## src/rtl/twb_pkg.sv

```systemverilog
package twb_pkg;

  // Line indices for the synchroniser array
  localparam int LN_SCL    = 0;
  localparam int LN_SDA    = 1;
  localparam int NUM_LINES = 2;

  // Address-phase controller states
  typedef enum logic [2:0] {
    ST_IDLE,   // no transfer in progress
    ST_ADDR,   // shifting address and direction bits
    ST_ARM,    // matched, waiting for end of eighth clock
    ST_ACK,    // driving acknowledge through ninth clock
    ST_SKIP    // rest of transfer is not ours to handle
  } twb_state_e;

endpackage

```

## src/rtl/twb_line_sync.sv

```systemverilog
module twb_line_sync #(
  parameter int STAGES = 2
) (
  input  logic clk,
  input  logic rst_n,
  input  logic din,
  output logic lvl,
  output logic rise,
  output logic fall
);

  // STAGES flops for metastability plus one to remember the last level
  logic [STAGES:0] sr;

  always_ff @(posedge clk or negedge rst_n) begin
    if (!rst_n) sr <= '1;   // idle bus is high
    else        sr <= {sr[STAGES-1:0], din};
  end

  assign lvl  = sr[STAGES-1];
  assign rise =  sr[STAGES-1] & ~sr[STAGES];
  assign fall = ~sr[STAGES-1] &  sr[STAGES];

endmodule

```

## src/rtl/twb_bus_cond.sv

```systemverilog
module twb_bus_cond (
  input  logic scl_lvl,
  input  logic scl_rise,
  input  logic sda_rise,
  input  logic sda_fall,
  output logic start_det,
  output logic stop_det
);

  // SCL must have been high in this and the previous sample
  logic scl_steady_hi;

  assign scl_steady_hi = scl_lvl & ~scl_rise;
  assign start_det     = sda_fall & scl_steady_hi;
  assign stop_det      = sda_rise & scl_steady_hi;

endmodule

```

## src/rtl/twb_addr_cmp.sv

```systemverilog
module twb_addr_cmp #(
  parameter int ADDR_W = 7
) (
  input  logic [ADDR_W-1:0] addr,
  input  logic [ADDR_W-1:0] own_addr,
  input  logic [ADDR_W-1:0] addr_mask,
  input  logic              gc_en,
  input  logic              ack_en,
  output logic              hit,
  output logic              gc_hit
);

  logic [ADDR_W-1:0] bit_ok;
  logic              own_hit;
  logic              zero_addr;

  for (genvar i = 0; i < ADDR_W; i++) begin : g_bit
    assign bit_ok[i] = addr_mask[i] | (addr[i] == own_addr[i]);
  end

  assign own_hit   = &bit_ok;
  assign zero_addr = (addr == '0);
  assign gc_hit    = gc_en & zero_addr;
  assign hit       = ack_en & (own_hit | gc_hit);

endmodule

```

## src/rtl/twb_addr_fsm.sv

```systemverilog
module twb_addr_fsm
  import twb_pkg::*;
#(
  parameter int ADDR_W = 7
) (
  input  logic              clk,
  input  logic              rst_n,
  input  logic              scl_rise,
  input  logic              scl_fall,
  input  logic              sda_lvl,
  input  logic              start_det,
  input  logic              stop_det,
  input  logic              hit,
  input  logic              gc_hit,
  output logic [ADDR_W-1:0] addr_sr,
  output logic              sda_oe,
  output logic              match_stb,
  output logic              match_rw,
  output logic              match_gc
);

  localparam int BCW = $clog2(ADDR_W + 1);
  localparam logic [BCW-1:0] LAST_BIT = BCW'(ADDR_W);

  twb_state_e     st;
  logic [BCW-1:0] bit_cnt;

  always_ff @(posedge clk or negedge rst_n) begin
    if (!rst_n) begin
      st        <= ST_IDLE;
      bit_cnt   <= '0;
      addr_sr   <= '0;
      sda_oe    <= 1'b0;
      match_stb <= 1'b0;
      match_rw  <= 1'b0;
      match_gc  <= 1'b0;
    end else begin
      match_stb <= 1'b0;
      if (stop_det) begin
        st     <= ST_IDLE;
        sda_oe <= 1'b0;
      end else if (start_det) begin
        st      <= ST_ADDR;
        bit_cnt <= '0;
        sda_oe  <= 1'b0;
      end else begin
        unique case (st)
          ST_ADDR: if (scl_rise) begin
            if (bit_cnt == LAST_BIT) begin
              // sda_lvl is the direction bit; addr_sr holds the address
              if (hit) begin
                st       <= ST_ARM;
                match_rw <= sda_lvl;
                match_gc <= gc_hit;
              end else begin
                st <= ST_SKIP;
              end
            end else begin
              addr_sr <= {addr_sr[ADDR_W-2:0], sda_lvl};
              bit_cnt <= bit_cnt + 1'b1;
            end
          end
          ST_ARM: if (scl_fall) begin
            st     <= ST_ACK;
            sda_oe <= 1'b1;
          end
          ST_ACK: if (scl_fall) begin
            st        <= ST_SKIP;
            sda_oe    <= 1'b0;
            match_stb <= 1'b1;
          end
          default: ;
        endcase
      end
    end
  end

  // strobe lasts a single cycle
  a_r7_stb_single: assert property (@(posedge clk) disable iff (!rst_n)
    match_stb |=> !match_stb);

  // strobe marks the release of a driven acknowledge
  a_r7_stb_after_drive: assert property (@(posedge clk) disable iff (!rst_n)
    match_stb |-> (!sda_oe && $past(sda_oe)));

  // drive begins only after an SCL falling edge
  a_r6_drive_on_fall: assert property (@(posedge clk) disable iff (!rst_n)
    $rose(sda_oe) |-> $past(scl_fall));

  // stop returns to idle with the line released
  a_r9_stop_idles: assert property (@(posedge clk) disable iff (!rst_n)
    stop_det |=> (st == ST_IDLE && !sda_oe));

  // start restarts capture from bit zero
  a_r8_start_restarts: assert property (@(posedge clk) disable iff (!rst_n)
    (start_det && !stop_det) |=> (st == ST_ADDR && bit_cnt == '0));

endmodule

```

## src/rtl/twb_addr_match.sv

```systemverilog
module twb_addr_match
  import twb_pkg::*;
#(
  parameter int ADDR_W      = 7,
  parameter int SYNC_STAGES = 2
) (
  input  logic              clk,
  input  logic              rst_n,
  input  logic              scl_i,
  input  logic              sda_i,
  input  logic [ADDR_W-1:0] own_addr,
  input  logic [ADDR_W-1:0] addr_mask,
  input  logic              gc_en,
  input  logic              ack_en,
  output logic              sda_oe,
  output logic              match_stb,
  output logic              match_rw,
  output logic              match_gc
);

  logic [NUM_LINES-1:0] raw, lvl, rise, fall;
  logic                 start_det, stop_det;
  logic                 hit, gc_hit;
  logic [ADDR_W-1:0]    addr_sr;

  assign raw[LN_SCL] = scl_i;
  assign raw[LN_SDA] = sda_i;

  for (genvar g = 0; g < NUM_LINES; g++) begin : g_sync
    twb_line_sync #(.STAGES(SYNC_STAGES)) u_sync (
      .clk  (clk),
      .rst_n(rst_n),
      .din  (raw[g]),
      .lvl  (lvl[g]),
      .rise (rise[g]),
      .fall (fall[g])
    );
  end

  twb_bus_cond u_cond (
    .scl_lvl  (lvl[LN_SCL]),
    .scl_rise (rise[LN_SCL]),
    .sda_rise (rise[LN_SDA]),
    .sda_fall (fall[LN_SDA]),
    .start_det(start_det),
    .stop_det (stop_det)
  );

  twb_addr_cmp #(.ADDR_W(ADDR_W)) u_cmp (
    .addr     (addr_sr),
    .own_addr (own_addr),
    .addr_mask(addr_mask),
    .gc_en    (gc_en),
    .ack_en   (ack_en),
    .hit      (hit),
    .gc_hit   (gc_hit)
  );

  twb_addr_fsm #(.ADDR_W(ADDR_W)) u_fsm (
    .clk      (clk),
    .rst_n    (rst_n),
    .scl_rise (rise[LN_SCL]),
    .scl_fall (fall[LN_SCL]),
    .sda_lvl  (lvl[LN_SDA]),
    .start_det(start_det),
    .stop_det (stop_det),
    .hit      (hit),
    .gc_hit   (gc_hit),
    .addr_sr  (addr_sr),
    .sda_oe   (sda_oe),
    .match_stb(match_stb),
    .match_rw (match_rw),
    .match_gc (match_gc)
  );

  // the acknowledge is held while SCL is high
  a_r6_hold_while_high: assert property (@(posedge clk) disable iff (!rst_n)
    (sda_oe && !rise[LN_SCL] && lvl[LN_SCL]) |=> (sda_oe || $past(fall[LN_SCL]) || fall[LN_SCL] || !lvl[LN_SCL]));

endmodule

```

## config.mk

```make
export PLATFORM = sky130hd
export DESIGN_NAME = twb_addr_match
export DESIGN_NICKNAME = d
export VERILOG_FILES = /design/src/rtl/twb_pkg.sv /design/src/rtl/twb_line_sync.sv /design/src/rtl/twb_bus_cond.sv /design/src/rtl/twb_addr_cmp.sv /design/src/rtl/twb_addr_fsm.sv /design/src/rtl/twb_addr_match.sv
export SDC_FILE = /design/constraint.sdc
export NUM_CORES = 1
export LEC_CHECK = 0
export BUFFER_PORTS_ARGS = -buffer_cell sky130_fd_sc_hd__buf_2
export CAP_MARGIN = 15
export CORE_UTILIZATION = 55
export DETAILED_ROUTE_END_ITERATION = 10
export MAX_ROUTING_LAYER = met4
export PLACE_DENSITY = 0.81
export RECOVER_POWER = 25
export REMOVE_ABC_BUFFERS = 1
export SLEW_MARGIN = 20
export SYNTH_ARGS = -nofsm -noshare
export SYNTH_HDL_FRONTEND = slang
export SYNTH_SLANG_ARGS = --single-unit
export TNS_END_PERCENT = 30
```

## constraint.sdc

```tcl
create_clock -name clk -period 5 [get_ports clk]
set_input_delay 1 -clock clk [delete_from_list [all_inputs] [get_ports clk]]
set_output_delay 1 -clock clk [all_outputs]
set_load 0.03 [all_outputs]
```

# Word level (Yosys, flattened, before mapping)
# Index checks and enable logic that the tools add are counted.
# op_classes
addsub	1
mul	0
div	0
n_lt_le_gt_ge	0
eq_ne	16
shifts	0
n_mux	21
n_bitwise	25
n_reduce_logical	11
# ops
op	count
two-way mux 3 bit	11
inequality test 4 bit (second input constant)	3
AND reduction 5 bit	2
bitwise AND 1 bit	9
one-hot mux 3 bit (3 select lines)	1
two-way mux 1 bit	8
NOT 1 bit	8
OR 1 bit	8
== test 1 bit	7
zero test 7 bit	1
AND reduction 7 bit	1
== test 3 x 2 -> 1 bit (second input constant)	2
AND reduction 6 bit	1
nonzero test 5 bit	1
inequality test 4 x 3 -> 1 bit (second input constant)	1
AND reduction 4 bit	1
nonzero test 2 bit	2
nonzero test 4 bit	1
adder 3 x 1 -> 3 bit (second input constant)	1
== test 3 x 1 -> 1 bit (second input constant)	1
== test 3 bit (second input constant)	1
AND reduction 3 bit	1
inequality test 2 bit (second input constant)	1
one-hot mux 1 bit (2 select lines)	1
# totals
regBits	23
latch_bits	0
ram_bits	0
romBits	0
inputBits	20
output_inout_bits	4
mem_count	0

# Depth between registers and ports, before layout
# Gate-level depths: netlist of run 1.
# logic_depth
depth_word	11
ltp_mapped	6
mapped_depth_nobuf	6

# Cells and area by module
# Synthesis of run 1 repeated with hierarchy kept, for this count alone.
# unflattened
hier_cells	96
area_unflattened_um2	1169.9
# by_module_without_submodules
mod	n_inst	cells_per_inst	area_each_um2	seq_area_each_um2
twb_addr_fsm	1	68	847.1	425.4
twb_line_sync	2	5	93.8	78.8
twb_addr_cmp	1	16	117.6	0.0
twb_bus_cond	1	2	17.5	0.0

# Least setup slack after synthesis of run 1
# Ideal clock, no wire load.
# synth_timing
path_kind	input to register
start	input port own_addr[2]
end	register u_fsm.match_rw
setup_ns	0.128
t_arrival_ns	2.220
t_required_ns	4.872
setup_slack_ns	2.652
cell_stages	5
path_buffers	0
cell_sequence	xnor2_1 o22ai_1 or4_4 a21oi_1 mux2_1
# synth_between
elab_chain_len	6
# synth_lines
item	line	rtl
start, declared	twb_addr_match.sv:11	input logic [ADDR_W-1:0] own_addr,
== test 1 bit	twb_addr_cmp.sv:18	assign bit_ok[i] = addr_mask[i] | (addr[i] == own_addr[i]);
OR 1 bit	twb_addr_cmp.sv:18	
AND reduction 7 bit	twb_addr_cmp.sv:21	assign own_hit = &bit_ok;
OR 1 bit	twb_addr_cmp.sv:24	assign hit = ack_en & (own_hit | gc_hit);
bitwise AND 1 bit	twb_addr_cmp.sv:24	
AND reduction 6 bit (no source line)	n/a	
end signal, assigned	twb_addr_fsm.sv:53	match_rw <= sda_lvl;
end, declared	twb_addr_fsm.sv:18	output logic match_rw,
# No other way between the ends.
# A chain may end at the register's enable or synchronous reset.

# Worst setup path after layout of run 1
# Same ends and word-level chain as after synthesis.

==> impl_metrics.env, run 1 <==
export IMPL_power_density_mw_per_mm2=368
export IMPL_yosys_top_cells_count="dfrtp_1 (17), mux2_2 (7), xnor2_1 (7), dfstp_2 (6), nand3_1 (6)"
export IMPL_synth_area_per_cell_um2=11.9
export IMPL_dieArea_mm2=0.00206
export IMPL_clockBufferDepth=2
export IMPL_numPortBuffers=23
export IMPL_hold_viol=0
export IMPL_start_util=0.594
export IMPL_p_leak_nw=0.562
export IMPL_postCtsResizedCells=0
export IMPL_cts_buffers=3
export IMPL_drtAntennaViolNets=0
export IMPL_antenna_found_initial=0
export IMPL_netlist_area_mm2=0.00104
export IMPL_vias=758
export IMPL_yosysUniqueCellTypes=28
export IMPL_io_pins=24
export IMPL_setup_viol=0
export IMPL_start_kind="primary input"
export IMPL_period_needed_ns=2.24
export IMPL_layout_drive_gt1_share=0.354
export IMPL_holdCritPathClass="register to register"
export IMPL_arrival_ns=2.43
export IMPL_ys_seq_area_frac=0.563
export IMPL_fin_setup_tns_ns=0
export IMPL_first_pass_iters=4
export IMPL_status="finished clean"
export IMPL_synth_edf_count=0
export IMPL_clkSinkCount=23
export IMPL_die_w_um=45.4
export IMPL_grt_pass1_vias=699
export IMPL_slew_viol_final=0
export IMPL_cap_violations=0
export IMPL_worst_slew_pin_slew_ns=1.16
export IMPL_cp_required_ns=5.20
export IMPL_yosysWarnings=0
export IMPL_ir_drop_v=0.000236
export IMPL_grt_max_degree=24
export IMPL_wirelength_um=1730
export IMPL_grt_pass1_wl_um=2840
export IMPL_finish_instance_area_mm2=0.00120
export IMPL_period_share=0.448
export IMPL_synth_cells=87
export IMPL_area_delta_synth_final_pct=16.3
export IMPL_rows=15
export IMPL_drc=0
export IMPL_rsz0062_at_grt="false"
export IMPL_synth_main_ff_cell="dfrtp_1"
export IMPL_yosysTopAreaCell="dfrtp_1"
export IMPL_synth_top_area_share=0.411
export IMPL_root_buffer="clkbuf_4"
export IMPL_core_area_mm2=0.00175
export IMPL_nets=136
export IMPL_fmax_mhz=447
export IMPL_clk_latency_ns=0.30
export IMPL_post_cts_buffers=0
export IMPL_cts_hold_buf=0
export IMPL_worstSetupEndpointType="register"
export IMPL_post_dp_cell_area_mm2=0.00118
export IMPL_crit_type="primary input to register"
export IMPL_grt_util_all_layers=0.203
export IMPL_drtIter0Drc=5
export IMPL_htree_levels=1
export IMPL_hpwl_um=1370
export IMPL_ys_top_cells_by_area="dfrtp_1 (41%), dfstp_2 (15%), mux2_2 (7.6%), xnor2_1 (5.9%), nand3_1 (2.9%)"
export IMPL_slew_headroom=0.229
export IMPL_gp_congestion=0.878
export IMPL_worst_hold_slack_ns=0.370
export IMPL_synth_async_sr_flop_share=1.00
export IMPL_die_h_um=45.4
export IMPL_post_synth_top_count_cell="dfrtp_1"
export IMPL_overflow=0
export IMPL_clk_transition_reported_paths_ns=0.12
export IMPL_synth_seq_cells=23
export IMPL_cts_tree="built"
export IMPL_cp_max_fo=3
export IMPL_antenna_cells=0
export IMPL_clock_skew_ns=0.00277
export IMPL_vias_per_cell=5.49
export IMPL_routedWlPerCell_um=12.5
-- where the power goes --
group	total (mW)	switching [mW]	internal, mW
sequential	0.256	0.0345	0.221
clock	0.0815	0.0517	0.0298
combinational	0.106	0.0464	0.0597
total	0.443	0.133	0.311
-- cell usage in the layout, fill, tap and decap left out, types with 3 or more instances in the layout --
master / synthesis / routed
buf_2: 0 / 22
dfrtp_1: 17 / 17
xnor2_1: 7 / 7
mux2_2: 7 / 7
nand3_1: 6 / 6
a21oi_1: 5 / 5
inv_1: 4 / 4
nor2_1: 4 / 4
o21ai_0: 4 / 4
dfstp_2: 6 / 4
o22ai_1: 3 / 3
o21ai_1: 3 / 3
clkbuf_4: 0 / 3
-- kinds of logic after synthesis --
family	synth area share
simple gates	0.133
flops	0.563
compound gates	0.107
xor+xnor	0.0676
mux	0.0870
buf+inv	0.0181
fa+ha+maj	0.0242
-- flip-flops by register name (all words and copies together) (netlist names) --
signal and flops:
g_sync.u_sync.sr 6, u_fsm.bit_cnt 3, u_fsm.addr_sr 7, u_fsm.match_gc 1, u_fsm.sda_oe 1, u_fsm.match_stb 1
u_fsm.match_rw 1, u_fsm.st 3
-- per-stage QoR --
step / power [mW] / utilization / worst slack, ns / cells
floorplan: 0.333 / - / 2.65 / 86
global placement: 0.360 / 0.675 / 2.50 / 134
detailed placement: 0.370 / 0.675 / 2.42 / 134
CTS: 0.451 / 0.691 / 2.75 / 138
global route: 0.472 / 0.690 / 2.71 / 138
finish: 0.443 / 0.690 / 2.76 / 138
-- layer usage --
metal  GRT usage  vias to the layer above  share of wire
li1            -                      371              -
met1       0.257                      373           0.46
met2       0.320                       12           0.50
met3      0.0357                        2          0.028
met4      0.0909                        0         0.0098
met5           -                        -              0
-- area by class of cell --
type	instances	area [µm²]
multi-input combinational	59	434
inverter	4	15.0
clock buffer	3	22.5
fill	144	541
sequential	23	583
tap	25	31.3
timing repair buffer	23	114
clock inverter	1	5.00
-- worst paths after layout --
path | cells after the start | end | slack [ns] | startpoint
max in group asynchronous | 1 | u_fsm.bit_cnt[0] | 3.42 | rst_n
hold reg to reg | 0 | g_sync[0].u_sync.sr[1] | 0.37 | g_sync[0].u_sync.sr[0]
setup / recovery | 6 | u_fsm.match_rw | 2.76 | own_addr[2]
hold / removal | 0 | g_sync[0].u_sync.sr[1] | 0.37 | g_sync[0].u_sync.sr[0]
min in group asynchronous | 1 | u_fsm.match_gc | 0.90 | rst_n
setup reg to reg | 4 | u_fsm.addr_sr[2] | 3.05 | u_fsm.bit_cnt[0]
-- critical path, stage by stage --
cell and delay [ns]:
buf_2 0.10, xnor2_1 0.17, o22ai_1 0.11, or4_4 0.56, a21oi_1 0.17, mux2_1 0.33
Note: power is estimated with default switching activity, not from simulation.
==> run 2, diff against run 1 <==
CORE_UTILIZATION = 51   (was 55)
PLACE_DENSITY = 0.76   (was 0.81)
clock period = 2.1 ns   (was 5 ns; I/O delays follow)
==> run 2 against run 1 <==
Sequential power rose by 140%. Setup slack got worse by 2.5 ns. Die area rose by 7.5%. Clock skew about the same. Flip-flop and latch count unchanged. Clock-buffer cell count rose by 1. Via count is 0.53% lower. Highest routed layer unchanged. Utilization fell by 2.5 points. Critical path depth is 1 lower. Clock power rose by 140%. Non-clock buffer count increased by 1. Register-to-register slack got worse by 2.8 ns.
==> impl_metrics.env, run 2 (same netlist as run 1, synthesis figures left out) <==
export IMPL_status="finished clean"
export IMPL_fill_cells=160
export IMPL_period_needed_ns=1.88
export IMPL_drtAntennaViolNets=0
export IMPL_path_delay_family="simple AND/OR/NAND/NOR gates"
export IMPL_ir_drop_v=0.000537
export IMPL_hold_viol=0
export IMPL_total_power_mw=1.06
export IMPL_core_area_mm2=0.00182
export IMPL_clkSinkCount=23
export IMPL_grt_pass1_wl_um=2960
export IMPL_nets=137
export IMPL_cts_tree="built"
export IMPL_routedWlPerCell_um=12.9
export IMPL_largest_register_ffs=7
export IMPL_worstSetupEndpointType="register"
export IMPL_drtIter0Drc=8
export IMPL_post_cts_buffers=0
export IMPL_cap_violations=0
export IMPL_hpwl_um=1400
export IMPL_worstSetupStartpoint="u_fsm.addr_sr[2]"
export IMPL_fin_ws_ns=0.225
export IMPL_clockBufferDepth=2
export IMPL_grt_max_degree=24
export IMPL_io_pins=24
export IMPL_fmax_mhz=533
export IMPL_root_buffer="clkbuf_4"
export IMPL_gp_congestion=0.878
export IMPL_crit_type="register to register"
export IMPL_crit_cells=5
export IMPL_antenna_found_initial=0
export IMPL_start_kind="register"
export IMPL_fin_setup_tns_ns=0
export IMPL_area_delta_synth_final_pct=16.9
export IMPL_rsz0062_at_grt="false"
export IMPL_overflow=0
export IMPL_htree_levels=1
export IMPL_timing_rr_start="u_fsm.addr_sr[2]"
export IMPL_cp_max_fo=4
export IMPL_slew_viol_final=0
export IMPL_final_common_cell="buf_2"
export IMPL_worst_slew_pin_slew_ns=1.18
export IMPL_antenna_cells=0
export IMPL_p_leak_nw=0.565
export IMPL_layout_drive_gt1_share=0.368
export IMPL_slew_headroom=0.215
export IMPL_vias=754
export IMPL_power_density_mw_per_mm2=877
export IMPL_die_w_um=47.1
export IMPL_r2r_setup_slack_ns=0.22
export IMPL_period_share=0.893
export IMPL_cp_num_buf_inv=0
export IMPL_dieArea_mm2=0.00222
export IMPL_layout_common_cells="buf_2 (22), dfrtp_1 (17), xnor2_1 (7), mux2_2 (7)"
export IMPL_reg2reg_depth=5
export IMPL_reg2reg_to="u_fsm.match_rw"
export IMPL_grt_util_all_layers=0.207
export IMPL_drc=0
export IMPL_multi_input_area_um2=434
export IMPL_wirelength_um=1800
export IMPL_die_h_um=47.1
export IMPL_first_pass_iters=4
export IMPL_clk_latency_ns=0.30
export IMPL_holdCritPathClass="primary input to register"
export IMPL_slowest_stage="or4_4"
export IMPL_crit_chain="xnor2_1, o22ai_1, or4_4, a21oi_1, mux2_1"
export IMPL_cp_required_ns=2.30
export IMPL_setup_viol=0
export IMPL_largest_register="u_fsm.addr_sr"
export IMPL_vias_per_cell=5.42
export IMPL_cts_buffers=3
export IMPL_worstSetupEndpoint="u_fsm.match_rw"
export IMPL_numPortBuffers=23
export IMPL_grt_pass1_vias=701
export IMPL_clock_skew_ns=0.00246
export IMPL_cts_hold_buf=0
export IMPL_clk_transition_reported_paths_ns=0.11
export IMPL_arrival_ns=2.08
export IMPL_rows=15
export IMPL_regArea_um2=583
export IMPL_dp_slack_ns=0.107
export IMPL_crit_path_max_incr_delay_ns=0.56
export IMPL_start_util=0.569
export IMPL_postCtsResizedCells=0
export IMPL_reg_top3="u_fsm.addr_sr (7), g_sync.u_sync.sr (6)"
==> run 2: area by class of cell <==
class	count	share of cell area
repair buffers	24	0.100
inverters	4	0.0124
well taps	25	0.0258
clock buffers	4	0.0217
flip-flops and latches	23	0.481
multi-input cells	59	0.358
==> run 2: power by group <==
part	internal (mW)	leakage [nW]	switching, mW
registers	0.528	0.291	0.0810
logic	0.144	0.259	0.114
clock network	0.0741	0.0150	0.121
total	0.745	0.565	0.316
==> run 2: worst reg2reg max path, delay by kind of cell, from the launching register on <==
family / cells / cell delay, ns
mux: 1 / 0.33
xor+xnor: 1 / 0.16
flops: 1 / 0.44
compound gates: 2 / 0.28
simple gates: 1 / 0.56
==> run 2: per-layer routing <==
metal,vias up,track usage,routed length (µm)
met4,0,0.0971,25
met5,-,-,0
li1,376,-,-
met2,13,0.322,935
met3,4,0.0500,52
met1,361,0.252,781
==> run 2: worst min path at each step <==
stage / slack, ns / endpoint / cells after the start / start
global route: 0.18 / g_sync[0].u_sync.sr[0] / 1 / scl_i
CTS: 0.07 / u_fsm.match_rw / 1 / rst_n
detailed placement: 0.35 / g_sync[0].u_sync.sr[1] / 0 / g_sync[0].u_sync.sr[0]
global placement: 0.35 / g_sync[0].u_sync.sr[1] / 0 / g_sync[0].u_sync.sr[0]
floorplan: 0.12 / u_fsm.addr_sr[0] / 0 / rst_n
finish: 0.20 / g_sync[0].u_sync.sr[0] / 1 / scl_i
==> run 2: stage by stage <==
stage,cell area (µm²),instances,hold WS (ns),util
after CTS,1210,139,0.0650,0.666
final,1210,139,0.200,0.665
after detailed placement,1190,135,0.348,0.652
after global placement,1190,135,0.346,0.652
after global routing,1210,139,0.180,0.665
after floorplan,1030,86,0.124,-
==> run 3, diff against run 2 <==
ABC_AREA = 1   (was default)
CORE_UTILIZATION = 53   (was 51)
PLACE_DENSITY = 0.77   (was 0.76)
==> run 3 against run 2 <==
Sequential share of layout area is 5.1 points lower. Highest routed layer unchanged. Sequential power is 6.6% higher. Cell count increased by 40%. Total power grew 22%. Area after synthesis rose by 14%. Clock skew about the same.
==> impl_metrics.env, run 3 <==
export IMPL_status="finished clean"
export IMPL_die_w_um=49.2
export IMPL_rsz0062_at_grt="false"
export IMPL_yosysUniqueCellTypes=25
export IMPL_post_synth_top_count_cell="nand2_1"
export IMPL_synth_fa_ha_area_frac=0.0212
export IMPL_regArea_um2=583
export IMPL_grt_pass1_vias=957
export IMPL_vias=960
export IMPL_period_share=0.711
export IMPL_ys_seq_area_frac=0.493
export IMPL_drc=0
export IMPL_vias_per_cell=4.95
export IMPL_hpwl_um=1660
export IMPL_crit_cells=6
export IMPL_area_delta_synth_final_pct=14.6
export IMPL_reg2reg_depth=6
export IMPL_post_route_util=0.670
export IMPL_setup_viol=0
export IMPL_slew_headroom=0.209
export IMPL_grt_util_all_layers=0.213
export IMPL_post_cts_buffers=0
export IMPL_fmax_mhz=670
export IMPL_min_from="scl_i"
export IMPL_synth_edf_count=0
export IMPL_antenna_found_initial=0
export IMPL_final_common_cell="nand2_1"
export IMPL_yosysWarnings=0
export IMPL_yosys_top_cells_count="nand2_1 (35), inv_1 (18), dfrtp_1 (17), inv_2 (12), o21ai_1 (12)"
export IMPL_synth_main_ff_cell="dfrtp_1"
export IMPL_period_needed_ns=1.49
export IMPL_slowest_stage="dfstp_2"
export IMPL_wirelength_um=2110
export IMPL_cts_tree="built"
export IMPL_holdCritPathClass="primary input to register"
export IMPL_reg2reg_to="u_fsm.st[2]"
export IMPL_ir_drop_v=0.000606
export IMPL_cts_buffers=3
export IMPL_busiest_layer="met2"
export IMPL_clock_skew_ns=0.00276
export IMPL_clk_latency_ns=0.31
export IMPL_synth_cells=141
export IMPL_synthMuxAreaShare=0.00847
export IMPL_clkSinkCount=23
export IMPL_worstSetupEndpointType="register"
export IMPL_largest_register="u_fsm.addr_sr"
export IMPL_crit_chain="inv_1, nand4_2, inv_2, a31oi_1, o21ai_1, a21oi_1"
export IMPL_cp_required_ns=2.34
export IMPL_dieArea_mm2=0.00242
export IMPL_gp_congestion=0.850
export IMPL_synth_area_per_cell_um2=8.39
export IMPL_nets=190
export IMPL_htree_levels=1
export IMPL_cts_hold_buf=0
export IMPL_synth_seq_cells=23
export IMPL_synth_compound_area_frac=0.0646
export IMPL_grt_met1_usage=0.259
export IMPL_cp_num_buf_inv=2
export IMPL_clockBufferDepth=2
export IMPL_routedWlPerCell_um=10.9
export IMPL_reg_top3="u_fsm.addr_sr (7), g_sync.u_sync.sr (6)"
export IMPL_grt_pass1_wl_um=3840
export IMPL_layout_common_cells="nand2_1 (35), buf_2 (22), inv_1 (18)"
export IMPL_netlist_area_mm2=0.00118
export IMPL_postCtsResizedCells=0
export IMPL_power_density_mw_per_mm2=959
export IMPL_worstSetupEndpoint="u_fsm.st[2]"
export IMPL_p_leak_nw=0.737
export IMPL_die_h_um=49.2
export IMPL_yosysTopAreaCell="dfrtp_1"
export IMPL_synth_top_family_by_area="simple AND/OR/NAND/NOR gates"
export IMPL_layout_drive_gt1_share=0.341
export IMPL_fill_cells=172
export IMPL_start_util=0.585
export IMPL_drtIter0Drc=17
export IMPL_first_pass_iters=5
export IMPL_worstSetupStartpoint="g_sync[1].u_sync.sr[1]"
export IMPL_cap_violations=0
export IMPL_clk_transition_reported_paths_ns=0.12
export IMPL_timing_rr_start="g_sync[1].u_sync.sr[1]"
export IMPL_multi_input_area_um2=470
export IMPL_io_pins=24
export IMPL_synth_simple_area_share=0.304
export IMPL_worst_slew_pin_slew_ns=1.19
export IMPL_ys_top_cells_by_area="dfrtp_1 (36%), dfstp_2 (13%), nand2_1 (11%), inv_1 (5.7%), o21ai_1 (5.1%)"
export IMPL_synth_xor_area_frac=0
export IMPL_grt_max_degree=24
export IMPL_path_delay_family="compound AO/OA/AOI/OAI gates"
export IMPL_hold_viol=0
export IMPL_crit_type="register to register"
export IMPL_arrival_ns=1.73
export IMPL_largest_register_ffs=7
export IMPL_crit_path_max_incr_delay_ns=0.57
export IMPL_synth_top_area_share=0.360
export IMPL_root_buffer="clkbuf_4"
export IMPL_synth_async_sr_flop_share=1.00
export IMPL_cp_max_fo=5
export IMPL_numPortBuffers=23
export IMPL_slew_viol_final=0
export IMPL_antenna_cells=0
export IMPL_grt_use_met3=0.0312
export IMPL_rows=16
export IMPL_start_kind="register"
export IMPL_r2r_setup_slack_ns=0.61
export IMPL_core_area_mm2=0.00202
export IMPL_overflow=0
export IMPL_grt_use_met2=0.365
export IMPL_fin_setup_tns_ns=0
export IMPL_drtAntennaViolNets=0
==> run 3: power by group <==
part	leakage (nW)	internal (mW)	total, mW	switching, mW
Sequential	0.291	0.550	0.649	0.0992
Clock	0.0177	0.0711	0.202	0.131
Combinational	0.429	0.174	0.448	0.274
Total	0.737	0.795	1.30	0.505
==> run 3: logic make-up (layout without fill, tap and decap cells) <==
logic type	after synthesis	in the layout
AOI/OAI and AO/OA	15	15
buffers and inverters	33	59
adders and majority gates	2	2
muxes	1	1
DFF	23	23
and+or+nand+nor	67	67
==> run 3: stage by stage <==
step                hold slack, ns  total power, mW  instance area (µm²)  std cells  setup slack, ns
floorplan                    0.124            0.983                 1170        139            0.416
global placement             0.345             1.08                 1330        190            0.706
detailed placement           0.347             1.11                 1330        190            0.655
CTS                         0.0605             1.31                 1360        194            0.600
global route                 0.171             1.41                 1360        194            0.444
finish                       0.195             1.30                 1360        194            0.607
==> run 3: worst min path at each step <==
stage                             endpoint  slack [ns]  cells past startpoint
finish              g_sync[0].u_sync.sr[0]        0.19                      1
global route        g_sync[0].u_sync.sr[0]        0.17                      1
CTS                       u_fsm.addr_sr[6]        0.06                      1
detailed placement  g_sync[0].u_sync.sr[1]        0.35                      0
global placement    g_sync[1].u_sync.sr[1]        0.35                      0
floorplan                 u_fsm.addr_sr[0]        0.12                      0
==> run 3: final cells by class <==
type,count,area share
Clock buffer,3,0.0166
Sequential cell,23,0.430
Tap cell,27,0.0249
Multi-Input combinational cell,85,0.347
Timing Repair Buffer,24,0.0896
Inverter,31,0.0877
Clock inverter,1,0.00369
==> run 3: layer usage <==
layer / share of wire / vias to the layer above
li1: - / 496
met1: 0.46 / 434
met4: 0.0028 / 0
met5: 0 / -
met3: 0.052 / 2
met2: 0.48 / 28
